**src/rtl/evs_pkg.sv**
```systemverilog
package evs_pkg;

    typedef enum logic [3:0] {
        S_IDLE, S_ARM, S_EXEC, S_SOAK, S_VCMD, S_VRD, S_EXIT, S_DONE, S_FAIL
    } seq_state_e;

    typedef enum logic [1:0] {
        PH_IDLE, PH_SETUP, PH_STROBE, PH_HOLD
    } bus_phase_e;

    localparam logic [7:0] CMD_ERASE  = 8'h20;
    localparam logic [7:0] CMD_VERIFY = 8'hA0;
    localparam logic [7:0] BYTE_BLANK = 8'hFF;

endpackage

```
**src/rtl/evs_bus_cycler.sv**
```systemverilog
module evs_bus_cycler
    import evs_pkg::*;
#(
    parameter int AW         = 4,
    parameter int STROBE_CYC = 2
) (
    input  logic          clk,
    input  logic          rst_n,
    input  logic          req_i,
    input  logic          rd_i,
    input  logic [AW-1:0] addr_i,
    input  logic [7:0]    data_i,
    output logic          ack_o,
    output logic [7:0]    rdata_o,
    output logic [AW-1:0] bus_addr_o,
    output logic [7:0]    bus_wdata_o,
    output logic          bus_we_n_o,
    output logic          bus_oe_n_o,
    input  logic [7:0]    bus_rdata_i
);

    localparam int CW = (STROBE_CYC > 1) ? $clog2(STROBE_CYC) : 1;

    typedef struct packed {
        bus_phase_e    phase;
        logic          rd;
        logic [AW-1:0] addr;
        logic [7:0]    data;
        logic [CW-1:0] cnt;
        logic [7:0]    rdata;
    } cyc_t;

    cyc_t cyc_d, cyc_q;

    always_comb begin
        cyc_d = cyc_q;
        unique case (cyc_q.phase)
            PH_IDLE: begin
                if (req_i) begin
                    cyc_d.phase = PH_SETUP;
                    cyc_d.rd    = rd_i;
                    cyc_d.addr  = addr_i;
                    cyc_d.data  = data_i;
                    cyc_d.cnt   = CW'(STROBE_CYC - 1);
                end
            end
            PH_SETUP: cyc_d.phase = PH_STROBE;
            PH_STROBE: begin
                if (cyc_q.cnt == '0) begin
                    cyc_d.phase = PH_HOLD;
                    if (cyc_q.rd) begin
                        cyc_d.rdata = bus_rdata_i;
                    end
                end else begin
                    cyc_d.cnt = cyc_q.cnt - 1'b1;
                end
            end
            PH_HOLD: cyc_d.phase = PH_IDLE;
            default: cyc_d.phase = PH_IDLE;
        endcase
    end

    always_ff @(posedge clk or negedge rst_n) begin
        if (!rst_n) begin
            cyc_q <= '{phase: PH_IDLE, rd: 1'b0, addr: '0, data: '0, cnt: '0, rdata: '0};
        end else begin
            cyc_q <= cyc_d;
        end
    end

    assign ack_o       = (cyc_q.phase == PH_HOLD);
    assign rdata_o     = cyc_q.rdata;
    assign bus_addr_o  = cyc_q.addr;
    assign bus_wdata_o = cyc_q.data;
    assign bus_we_n_o  = !((cyc_q.phase == PH_STROBE) && !cyc_q.rd);
    assign bus_oe_n_o  = !((cyc_q.phase == PH_STROBE) && cyc_q.rd);

endmodule

```
**src/rtl/evs_soak_timer.sv**
```systemverilog
module evs_soak_timer #(
    parameter int CYCLES = 64
) (
    input  logic clk,
    input  logic rst_n,
    input  logic load_i,
    output logic expired_o
);

    localparam int TW = $clog2(CYCLES + 1);

    logic [TW-1:0] cnt_d, cnt_q;

    always_comb begin
        cnt_d = cnt_q;
        if (load_i) begin
            cnt_d = TW'(CYCLES);
        end else if (cnt_q != '0) begin
            cnt_d = cnt_q - 1'b1;
        end
    end

    always_ff @(posedge clk or negedge rst_n) begin
        if (!rst_n) begin
            cnt_q <= '0;
        end else begin
            cnt_q <= cnt_d;
        end
    end

    assign expired_o = (cnt_q == '0);

endmodule

```
**src/rtl/erase_verify_seq.sv**
```systemverilog
module erase_verify_seq
    import evs_pkg::*;
#(
    parameter int          AW        = 4,
    parameter int          ERASE_CYC = 64,
    parameter int          MAX_RETRY = 1000,
    parameter int          WE_CYC    = 2,
    parameter logic [7:0]  EXIT_CMD  = 8'h40
) (
    input  logic          clk,
    input  logic          rst_n,
    input  logic          start,
    output logic          busy,
    output logic          done,
    output logic          error,
    output logic [AW-1:0] fl_addr,
    output logic [7:0]    fl_wdata,
    input  logic [7:0]    fl_rdata,
    output logic          fl_we_n,
    output logic          fl_oe_n
);

    localparam int          TW        = $clog2(MAX_RETRY + 1);
    localparam logic [AW-1:0] LAST_ADDR = {AW{1'b1}};

    typedef struct packed {
        seq_state_e    state;
        logic [AW-1:0] addr;
        logic [TW-1:0] tries;
    } seq_t;

    seq_t seq_d, seq_q;

    logic          bus_req, bus_rd, bus_ack, soak_load, soak_done;
    logic [AW-1:0] bus_a;
    logic [7:0]    bus_cmd, bus_rdata;

    always_comb begin
        seq_d     = seq_q;
        bus_req   = 1'b0;
        bus_rd    = 1'b0;
        bus_cmd   = 8'h00;
        bus_a     = seq_q.addr;
        soak_load = 1'b0;
        unique case (seq_q.state)
            S_IDLE, S_DONE, S_FAIL: begin
                if (start) begin
                    seq_d.state = S_ARM;
                    seq_d.addr  = '0;
                    seq_d.tries = '0;
                end
            end
            S_ARM: begin
                bus_req = 1'b1;
                bus_cmd = CMD_ERASE;
                bus_a   = '0;
                if (bus_ack) seq_d.state = S_EXEC;
            end
            S_EXEC: begin
                bus_req = 1'b1;
                bus_cmd = CMD_ERASE;
                bus_a   = '0;
                if (bus_ack) begin
                    seq_d.state = S_SOAK;
                    soak_load   = 1'b1;
                end
            end
            S_SOAK: begin
                if (soak_done) seq_d.state = S_VCMD;
            end
            S_VCMD: begin
                bus_req = 1'b1;
                bus_cmd = CMD_VERIFY;
                if (bus_ack) seq_d.state = S_VRD;
            end
            S_VRD: begin
                bus_req = 1'b1;
                bus_rd  = 1'b1;
                if (bus_ack) begin
                    if (bus_rdata == BYTE_BLANK) begin
                        if (seq_q.addr == LAST_ADDR) begin
                            seq_d.state = S_EXIT;
                        end else begin
                            seq_d.addr  = seq_q.addr + 1'b1;
                            seq_d.state = S_VCMD;
                        end
                    end else if (seq_q.tries == TW'(MAX_RETRY)) begin
                        seq_d.state = S_FAIL;
                    end else begin
                        seq_d.tries = seq_q.tries + 1'b1;
                        seq_d.state = S_ARM;
                    end
                end
            end
            S_EXIT: begin
                bus_req = 1'b1;
                bus_cmd = EXIT_CMD;
                bus_a   = '0;
                if (bus_ack) seq_d.state = S_DONE;
            end
            default: seq_d.state = S_IDLE;
        endcase
    end

    always_ff @(posedge clk or negedge rst_n) begin
        if (!rst_n) begin
            seq_q <= '{state: S_IDLE, addr: '0, tries: '0};
        end else begin
            seq_q <= seq_d;
        end
    end

    evs_bus_cycler #(
        .AW         (AW),
        .STROBE_CYC (WE_CYC)
    ) u_cycler (
        .clk         (clk),
        .rst_n       (rst_n),
        .req_i       (bus_req),
        .rd_i        (bus_rd),
        .addr_i      (bus_a),
        .data_i      (bus_cmd),
        .ack_o       (bus_ack),
        .rdata_o     (bus_rdata),
        .bus_addr_o  (fl_addr),
        .bus_wdata_o (fl_wdata),
        .bus_we_n_o  (fl_we_n),
        .bus_oe_n_o  (fl_oe_n),
        .bus_rdata_i (fl_rdata)
    );

    evs_soak_timer #(
        .CYCLES (ERASE_CYC)
    ) u_soak (
        .clk       (clk),
        .rst_n     (rst_n),
        .load_i    (soak_load),
        .expired_o (soak_done)
    );

    assign busy  = !(seq_q.state inside {S_IDLE, S_DONE, S_FAIL});
    assign done  = (seq_q.state == S_DONE);
    assign error = (seq_q.state == S_FAIL);

endmodule

```
**config.mk**
```make
export PLATFORM = sky130hd
export DESIGN_NAME = erase_verify_seq
export DESIGN_NICKNAME = d
export VERILOG_FILES = /design/src/rtl/evs_pkg.sv /design/src/rtl/evs_bus_cycler.sv /design/src/rtl/evs_soak_timer.sv /design/src/rtl/erase_verify_seq.sv
export SDC_FILE = /design/constraint.sdc
export NUM_CORES = 1
export LEC_CHECK = 0
export BUFFER_PORTS_ARGS = -buffer_cell sky130_fd_sc_hd__buf_2
export CAP_MARGIN = 0
export CORE_MARGIN = 2
export CORE_UTILIZATION = 61
export CTS_BUF_LIST = sky130_fd_sc_hd__clkbuf_4
export DETAILED_ROUTE_END_ITERATION = 8
export PLACE_DENSITY = 0.78
export SLEW_MARGIN = 40
export SYNTH_ARGS = -nofsm -noshare
export SYNTH_HDL_FRONTEND = slang
export SYNTH_HIERARCHICAL = 1
export SYNTH_SLANG_ARGS = --single-unit
export TNS_END_PERCENT = 100
```
**constraint.sdc**
```tcl
create_clock -name clk -period 3.1 [get_ports clk]
set_clock_uncertainty 0.1 [all_clocks]
set_input_delay 0.775 -clock clk [delete_from_list [all_inputs] [get_ports clk]]
set_output_delay 0.775 -clock clk [all_outputs]
set_load 0.03 [all_outputs]
```
==> results.sh <==
export IMPL_status="complete, no violations"
export IMPL_detail_route_first_pass_iterations=4
export IMPL_worstPathArrival_ns=1.84
export IMPL_critical_path_class="flip-flop to output port"
export IMPL_ioPinCount=28
export IMPL_vias=1926
export IMPL_fin_nets=302
export IMPL_grt_pass1_vias=1895
export IMPL_timing_fmax_ghz=0.369
export IMPL_clock_sinks=49
export IMPL_static_leakage_power_uw=0.00136
export IMPL_cp_start_kind="flip-flop"
export IMPL_post_place_ws_ns=0.608
export IMPL_post_route_period_util_pct=87.5
export IMPL_start_util_pct=64.4
export IMPL_r2r_cells=4
export IMPL_worst_ep_required_time_ns=2.22
export IMPL_place_area_sq_um=2870
export IMPL_yosys_warnings=6
export IMPL_antenna_left=0
export IMPL_yosysSeqAreaShare_pct=43.1
export IMPL_core_sq_um=4410
export IMPL_clk_pin_slew_worst_paths_ns=0.13
export IMPL_cts_tree="done"
export IMPL_hold_class="primary input to async pin"
export IMPL_cp_end_kind="output port"
export IMPL_dpl_hpwl_microns=3530
export IMPL_slew_headroom_pct=56.3
export IMPL_netlist_top_cells_area="dfrtp_1 43%, mux2_2 5.5%, buf_4 5.3%"
export IMPL_fp_dieW_microns=72.3
export IMPL_grt_pass1_wl_microns=8250
export IMPL_synth_edf_count=0
export IMPL_clkLatencyLatePin_ns=0.36
export IMPL_synth_area_per_cell_sq_um=10.5
export IMPL_layout_drive_gt1_share_pct=25.8
export IMPL_diodes=0
export IMPL_synth_area_sq_um=2840
export IMPL_critical_path_slowest_cell="dfrtp_1"
export IMPL_drc=0
export IMPL_design_die_area_sq_um=5220
export IMPL_setup_violations_final=0
export IMPL_async_reset_ff_share_pct=100
export IMPL_vdd_ir_drop_max_mv=0.533
export IMPL_postCtsHoldBufs=0
export IMPL_grt_max_degree=23
export IMPL_drt_initial_drc_count=96
export IMPL_clock_root_buffer="clkbuf_4"
export IMPL_worst_hold_slack_ns=0.120
export IMPL_post_route_min_period_ns=2.71
export IMPL_synth_area_leader_cell="dfrtp_1"
export IMPL_setup_slack_ns=0.387
export IMPL_grt_ovfl_total=0
export IMPL_reg2reg_to="u_cycler/bus_wdata_o[4]$_DFFE_PN0P_"
export IMPL_area_growth_pct=3.65
export IMPL_via_per_inst=5.75
export IMPL_core_rowCount=24
export IMPL_rsz0062_at_grt="no"
export IMPL_grtUsageTotal_pct=20.1
export IMPL_antenna_found_initial=0
export IMPL_post_synth_top_area_fraction_pct=43.1
export IMPL_cp_cell_sequence="nor3_2 -> and2_1 -> buf_2"
export IMPL_final_max_slew_viol_count=0
export IMPL_post_cts_buffers=0
export IMPL_fillers=362
export IMPL_fin_setup_tns_ns=0
export IMPL_rr_startpoint="seq_q[14]$_DFFE_PN0P_"
export IMPL_clock_path_buffers=2
export IMPL_cts_made_buffers=5
export IMPL_worstMarginPinSlew_ns=0.655
export IMPL_dieHeight_microns=72.3
export IMPL_final_hold_viol_count=0
export IMPL_power_density_nw_per_um2=945
export IMPL_routedWlPerCell_microns=14.0
export IMPL_synth_seq_cells=49
export IMPL_synth_cell_types=56
export IMPL_design_area_sq_um=2950
export IMPL_portBuffers=27
export IMPL_maxCapViolCount=0
export IMPL_post_cts_resized=0
export IMPL_htree_num_levels=2
export IMPL_syn_inst=271
export IMPL_synth_main_ff_cell="dfrtp_1"
export IMPL_reg2reg_setup_slack_ns=0.59
export IMPL_worst_path_max_fanout=16
export IMPL_slowest_delay_ns=0.59
export IMPL_gp_congestion=0.821
export IMPL_routed_wl_microns=4680
-- cells in the mapped netlist, drive strengths merged (2+ instances only) --
cell and count:
o31ai 4, nor2b 6, a31oi 2, clkbuf 2
nor2 19, nor4b 2, nand3b 2, mux2i 2
o211ai 2, inv 9, or4 2, nand2 14
and4 2, mux2 25, xor2 3, xnor2 6
nor4 3, nand4 5, and3 4, or3 5
ha 9, nor3b 2, nand3 9, nor3 10
o21ai 14, a211oi 2, and2 2, nand2b 5
a21oi 11, buf 27, dfrtp 49
-- kinds of logic (layout without fill, tap and decap cells) --
group                      Yosys count  after routing  share of synthesized area (%)
AOI/OAI and AO/OA                   42             42                           9.81
xor gates and xnor gates             9              9                           2.77
adders and majority gates            9              9                           3.96
buffers and inverters               38             46                           8.41
DFF                                 49             49                           43.1
muxes                               27             27                           11.9
other                                1              5                          0.132
and+or+nand+nor                     96             96                           19.9
-- worst max-delay path, delay by kind of cell (launching register included) --
family | cells | cell delay (ns)
buffers and inverters | 1 | 0.19
AND/OR/NAND/NOR | 2 | 0.70
flip-flops | 1 | 0.59
-- layout by cell type (no fill, tap or decap), types with 2 or more instances in the layout --
master / netlist / routed
dfrtp_1: 49 / 49
buf_2: 5 / 27
nor2_1: 19 / 19
mux2_2: 14 / 14
nand2_1: 13 / 13
o21ai_0: 13 / 13
a21oi_1: 11 / 11
mux2_4: 10 / 10
nor3_1: 9 / 9
nand3_1: 9 / 9
ha_1: 9 / 9
inv_1: 8 / 8
xnor2_1: 6 / 6
clkbuf_4: 0 / 6
nand2b_1: 5 / 5
nor2b_1: 5 / 5
nand4_1: 5 / 5
or3_1: 5 / 5
conb_1: 1 / 5
and3_1: 4 / 4
o31ai_1: 4 / 4
xor2_1: 3 / 3
nor4_1: 3 / 3
and2_1: 2 / 2
a211oi_1: 2 / 2
nor3b_1: 2 / 2
o211ai_1: 2 / 2
nor4b_1: 2 / 2
buf_4: 20 / 2
mux2i_1: 2 / 2
-- cell type report --
class,instances,area (sq um),share of cell area [%]
Sequential cell,49,1230,41.6
Tap cell,52,65.1,2.21
Multi-Input combinational cell,188,1390,47.3
Timing Repair Buffer,29,150,5.10
Inverter,9,33.8,1.15
Clock inverter,2,33.8,1.15
Clock buffer,6,45.0,1.53
-- registers in the layout (all words and copies together) (netlist names) --
register / flops
u_cycler/bus_wdata_o: 8
seq_q: 18
u_soak/cnt_q: 7
u_cycler/rdata_o: 8
u_cycler/bus_addr_o: 4
u_cycler/cyc_q: 4
-- layer usage --
metal	up-vias	GRT usage [%]	share of wire [%]
met5	-	0	0
met4	0	6.29	1.2
met3	6	5.00	4.2
met2	40	33.4	47
met1	922	25.8	48
li1	958	-	-
-- report_power, final --
part / switching [uW] / total, uW / internal (uW)
Sequential: 242 / 1110 / 869
Clock: 190 / 367 / 177
Combinational: 725 / 1310 / 581
-- per-stage QoR --
step / std cells / total power [uW] / util, %
floorplan: 275 / 2310 / -
global placement: 327 / 2390 / 65.0
detailed placement: 327 / 2440 / 65.0
CTS: 335 / 2810 / 66.8
global route: 335 / 3010 / 66.8
finish: 335 / 2780 / 66.8
-- worst max-delay path by stage --
stage	startpoint	end	slack, ns	cells past startpoint
floorplan	u_soak/cnt_q[0]$_DFFE_PN0P_	seq_q[17]$_DFFE_PN0P_	0.83	10
global placement	seq_q[14]$_DFFE_PN0P_	u_cycler/bus_addr_o[2]$_DFFE_PN0P_	0.63	4
detailed placement	seq_q[14]$_DFFE_PN0P_	u_cycler/bus_wdata_o[4]$_DFFE_PN0P_	0.61	4
CTS	seq_q[15]$_DFFE_PN0P_	error	0.39	3
global route	seq_q[14]$_DFFE_PN0P_	error	0.28	3
finish	seq_q[15]$_DFFE_PN0P_	error	0.39	3
Note: power is estimated with default switching activity, not from simulation.
